$ cat src/rtl/dnm_pkg.sv
package dnm_pkg;
   typedef enum logic {
      SEL_LEGACY = 1'b0,
      SEL_WIDE   = 1'b1
   } net_sel_e;

   function automatic int unsigned cnt_width(input int unsigned max_val);
      return (max_val < 2) ? 1 : $clog2(max_val + 1);
   endfunction
endpackage

$ cat src/rtl/dnm_guard.sv
module dnm_guard #(
   parameter int unsigned GUARD_CYC = 4,
   parameter int unsigned CNT_W     = 3
) (
   input  logic             clk,
   input  logic             rst_n,
   input  logic             ras_n_i,
   output logic             open_o,
   output logic [CNT_W-1:0] cnt_o
);
   localparam logic [CNT_W-1:0] LIMIT = CNT_W'(GUARD_CYC);

   logic             ras_q;
   logic [CNT_W-1:0] cnt_q;
   logic             edge_w;
   logic             done_w;

   assign edge_w = ras_n_i ^ ras_q;
   assign done_w = (cnt_q == LIMIT);

   always_ff @(posedge clk or negedge rst_n) begin
      if (!rst_n) begin
         ras_q <= 1'b1;
         cnt_q <= '0;
      end else begin
         ras_q <= ras_n_i;
         if (edge_w) begin
            cnt_q <= '0;
         end else if (!done_w) begin
            cnt_q <= cnt_q + 1'b1;
         end
      end
   end

   assign open_o = ras_n_i & ~edge_w & done_w;
   assign cnt_o  = cnt_q;
endmodule

$ cat src/rtl/dnm_sel_reg.sv
module dnm_sel_reg
   import dnm_pkg::*;
(
   input  logic     clk,
   input  logic     rst_n,
   input  logic     load_i,
   input  logic     wide_req_n_i,
   input  logic     hiz_req_i,
   output net_sel_e sel_o,
   output logic     hiz_o
);
   net_sel_e sel_q;
   logic     hiz_q;

   always_ff @(posedge clk or negedge rst_n) begin
      if (!rst_n) begin
         sel_q <= SEL_LEGACY;
         hiz_q <= 1'b0;
      end else if (load_i) begin
         sel_q <= wide_req_n_i ? SEL_LEGACY : SEL_WIDE;
         hiz_q <= hiz_req_i;
      end
   end

   assign sel_o = sel_q;
   assign hiz_o = hiz_q;
endmodule

$ cat src/rtl/dnm_net_drv.sv
module dnm_net_drv
   import dnm_pkg::*;
#(
   parameter bit HIZ_ABLE = 1'b0
) (
   input  net_sel_e sel_i,
   input  logic     hiz_i,
   input  logic     addr_i,
   input  logic     ctl_i,
   output logic     net_o,
   output logic     oe_o
);
   logic pick_w;

   always_comb begin
      pick_w = (sel_i == SEL_WIDE) ? addr_i : ctl_i;
      oe_o   = ~(HIZ_ABLE & hiz_i);
      net_o  = oe_o & pick_w;
   end
endmodule

$ cat src/rtl/dram_net_mux.sv
module dram_net_mux
   import dnm_pkg::*;
#(
   parameter int unsigned    NETS      = 2,
   parameter int unsigned    GUARD_CYC = 4,
   parameter logic [NETS-1:0] HIZ_NETS = 2'b10
) (
   input  logic            clk,
   input  logic            rst_n,
   input  logic            ras_n_i,
   input  logic            wide_req_n_i,
   input  logic            hiz_req_i,
   input  logic [NETS-1:0] ma_hi_i,
   input  logic [NETS-1:0] legacy_ctl_i,
   output logic [NETS-1:0] net_o,
   output logic [NETS-1:0] net_oe_o
);
   localparam int unsigned CNT_W = cnt_width(GUARD_CYC);

   if (NETS < 1 || NETS > 8) begin : g_bad_nets
      $error("dram_net_mux: NETS must be 1..8");
   end
   if (GUARD_CYC < 1) begin : g_bad_guard
      $error("dram_net_mux: GUARD_CYC must be at least 1");
   end

   logic             load_w;
   logic [CNT_W-1:0] guard_cnt;
   net_sel_e         sel_w;
   logic             hiz_w;

   dnm_guard #(
      .GUARD_CYC (GUARD_CYC),
      .CNT_W     (CNT_W)
   ) u_guard (
      .clk     (clk),
      .rst_n   (rst_n),
      .ras_n_i (ras_n_i),
      .open_o  (load_w),
      .cnt_o   (guard_cnt)
   );

   dnm_sel_reg u_sel (
      .clk          (clk),
      .rst_n        (rst_n),
      .load_i       (load_w),
      .wide_req_n_i (wide_req_n_i),
      .hiz_req_i    (hiz_req_i),
      .sel_o        (sel_w),
      .hiz_o        (hiz_w)
   );

   for (genvar n = 0; n < NETS; n++) begin : g_net
      dnm_net_drv #(
         .HIZ_ABLE (HIZ_NETS[n])
      ) u_drv (
         .sel_i  (sel_w),
         .hiz_i  (hiz_w),
         .addr_i (ma_hi_i[n]),
         .ctl_i  (legacy_ctl_i[n]),
         .net_o  (net_o[n]),
         .oe_o   (net_oe_o[n])
      );
   end
endmodule

$ cat config.mk
export PLATFORM = sky130hd
export DESIGN_NAME = dram_net_mux
export DESIGN_NICKNAME = d
export VERILOG_FILES = /design/src/rtl/dnm_pkg.sv /design/src/rtl/dnm_guard.sv /design/src/rtl/dnm_sel_reg.sv /design/src/rtl/dnm_net_drv.sv /design/src/rtl/dram_net_mux.sv
export SDC_FILE = /design/constraint.sdc
export NUM_CORES = 1
export LEC_CHECK = 0
export BUFFER_PORTS_ARGS = -buffer_cell sky130_fd_sc_hd__buf_2
export CELL_PAD_IN_SITES_DETAIL_PLACEMENT = 1
export CELL_PAD_IN_SITES_GLOBAL_PLACEMENT = 1
export CORE_MARGIN = 4
export CORE_UTILIZATION = 27
export CTS_CLUSTER_SIZE = 25
export DETAILED_ROUTE_END_ITERATION = 10
export PLACE_DENSITY_LB_ADDON = 0.12
export SYNTH_ARGS = -nofsm -noshare
export SYNTH_HDL_FRONTEND = slang
export SYNTH_SLANG_ARGS = --single-unit
$ cat constraint.sdc
create_clock -name clk -period 1.29 [get_ports clk]
set_input_delay 0.0645 -clock clk [delete_from_list [all_inputs] [get_ports clk]]
set_output_delay 0.0645 -clock clk [all_outputs]
set_load 0.02 [all_outputs]
==> flow_summary.ini <==
[run]
cap_violations = 0

[critical_path]
startpoint_type = flop
crit_slowest_cell = dfrtp_1
critPathTopFamily = flip-flops
crit_chain = mux2_2 > buf_2
reg2reg_to = u_sel.hiz_o
path_max_fanout = 3
r2r_cells = 4
worst_ep_arrival_time_ns = 1.14
crit_required_ns = 1.23
path_class = reg2out
crit_path_max_incr_delay_ns = 0.39
end_kind = output port
crit_buf_inv = 1
rr_startpoint = u_guard.cnt_o[1]
regToRegSetupSlack_ns = 0.09

[clock_tree]
numCtsBuffers = 3
cts_num_sinks = 6
path_clk_slew_ns = 0.04
cts_htree_levels = 1
cts_buffer_depth = 2
cts_root_buffer = clkbuf_4
cts_tree = yes
cts_setup_buffers = 0
insertion_delay_ns = 0.25

[power_and_ir_drop]
p_seq_frac = 0.368
p_sw_uw = 251.5
swShare = 0.3355
vdd_drop_max_mv = 0.5355
p_clk_frac = 0.261
combPwrFrac = 0.371
internal_power_uw = 498.3
pwr_density_cell_nw_per_um2 = 1598
leakagePower_uw = 0.0002556

[detailed_routing]
drt_first_pass_iters = 2
wl_per_cell_um = 11.81
drtAntennaViolNets = 0
viasPerCell = 4.365
drcViolationCount = 0
drt_iter0_drc = 2
num_vias = 275
routed_wl_um = 744

[grt]
grt_usage = 0.1026
grt_overflow = 0
antenna_found_initial = 0
grt_pass1_vias = 321
grt_pass1_wl_um = 1331
grt_max_degree = 8

[status]
status = complete, no violations

[synthesis]
synth_largest_area_cell = dfrtp_1
synthTopCellsByCount = dfrtp_1 (5), buf_4 (4), inv_1 (4)
yosysWarnings = 0
synthArstFlopShare = 1.000
synthDistinctLibCells = 17
syn_avg_cell_area_um2 = 10.77
syn_nets = 45
synth_most_common_cell = dfrtp_1
syn-instance-count = 33
yosys_most_used_dff = dfrtp_1
synth_area_um2 = 355.3
synth_top_area_share = 0.3521
synth_edf_count = 0
yosysSeqAreaShare = 0.4261
synthTopCellsByArea = dfrtp_1 (35%), ha_1 (11%), buf_4 (8.5%)
ys_seq_elements = 6

[floorplan]
start_util = 0.3034
die_w_um = 44.28
ios = 13
rows = 12
die_area_um2 = 1960
die-height_um = 44.28
core_area_um2 = 1171

[cells_and_area]
final_cells = 63
n_antenna_cell = 0
nNetsFinal = 62
drive_gt1_frac = 0.4694
fill_cells = 143
syn2layout_area_growth_pct = 32.04

[hold_path]
holdCritPathClass = in2reg
hold_path_end = u_sel.hiz_o
hold_depth = 2
hold_start = hiz_req_i

[sta]
period_minus_slack_ns = 1.207
rsz0062_at_grt = false
drv_slew = 0
whs_ns = 0.04399
finalCritPeriodShare = 0.9356
setup_ws_ns = 0.08309
fmaxAchievable_mhz = 828.6
fin_worst_skew_ns = 0.006647
fin_tns_setup_ns = 0
setup_violations = 0
hold_violations = 0

[place]
placedCellCount = 56
routabilityCongestion = 0.7411
port-buffer-count = 11
place_ws_ns = 0.08515
cells in the final DEF, fill, tap and decap left out:
cell / n
mux2i_1: 2
a21oi_1: 2
dlygate4sd3_1: 3
clkbuf_1: 1
inv_1: 4
buf_4: 2
nand3_1: 2
nand3_2: 1
mux2_2: 1
mux2_4: 1
dfstp_2: 1
conb_1: 1
buf_2: 11
nor2_1: 2
and3b_2: 1
dfrtp_1: 5
clkbuf_4: 3
a21o_2: 1
nor3_1: 1
ha_1: 3
a21bo_2: 1
registers in the layout, summed over array words and instances, names as in the netlist:
register / count
u_guard.cnt_o: 3
u_guard.ras_q: 1
u_sel.hiz_o: 1
u_sel.sel_o: 1
metrics by stage:
| stage | total power (uW) | util | area (um^2) |
|---|---|---|---|
| final | 749.8 | 0.4006 | 469.2 |
| after global routing | 816.2 | 0.4006 | 469.2 |
| after CTS | 770.8 | 0.4006 | 469.2 |
| after detailed placement | 557.8 | 0.3526 | 412.9 |
| after global placement | 538.5 | 0.3526 | 412.9 |
| after floorplan | 493.2 | - | 355.3 |
metal layers:
layer  part of all wire  wire [um]  global-route usage  up-vias
li1                   -          -                   -      136
met1               0.37        274             0.08578      126
met2               0.52        387              0.1773       11
met3              0.071         53             0.03659        2
met4              0.036         27              0.1084        0
met5                  0          0                   0        -
how the worst max path moves through the flow:
stage	from	endpoint	slack, ns	cells past startpoint
after floorplan	u_guard.cnt_o[0]	u_sel.hiz_o	0.09	4
after global placement	u_guard.cnt_o[1]	u_sel.hiz_o	0.13	4
after detailed placement	u_guard.cnt_o[1]	u_sel.hiz_o	0.09	4
after CTS	u_sel.sel_o	net_o[0]	0.06	2
after global routing	u_guard.cnt_o[1]	u_sel.hiz_o	0.02	4
final	u_sel.sel_o	net_o[0]	0.08	2
power by group through the flow:
stage	clock (uW)	sequential [uW]	combinational, uW
floorplan	0	271	222
global placement	0	277	262
detailed placement	0	280	278
CTS	208	277	286
global route	223	283	310
finish	196	276	278
timing repair:
item | 4_1_cts | 5_1_grt
hold buffers | 3 | 0
endpoints found under the setup margin | 0 | 0
gates resized for setup | 0 | 0
endpoints found under the hold margin | 8 | 0
kinds of logic after synthesis:
| logic type | synth area share |
|---|---|
| fa+ha+maj | 0.1056 |
| simple gates | 0.1197 |
| mux | 0.1303 |
| compound gates | 0.08099 |
| other cells | 0.01055 |
| flops | 0.4261 |
| buf+inv | 0.1268 |
final cells by class:
type                       count  area [um^2]  share of cell area
multi-input combinational     19        158.9              0.3387
sequential                     6        151.4              0.3227
timing repair buffer          16        100.1              0.2133
clock buffer                   4        26.28             0.05600
tap                           14        17.52             0.03733
inverter                       4        15.01             0.03200
No activity file was read; power rests on OpenSTA's default activity.
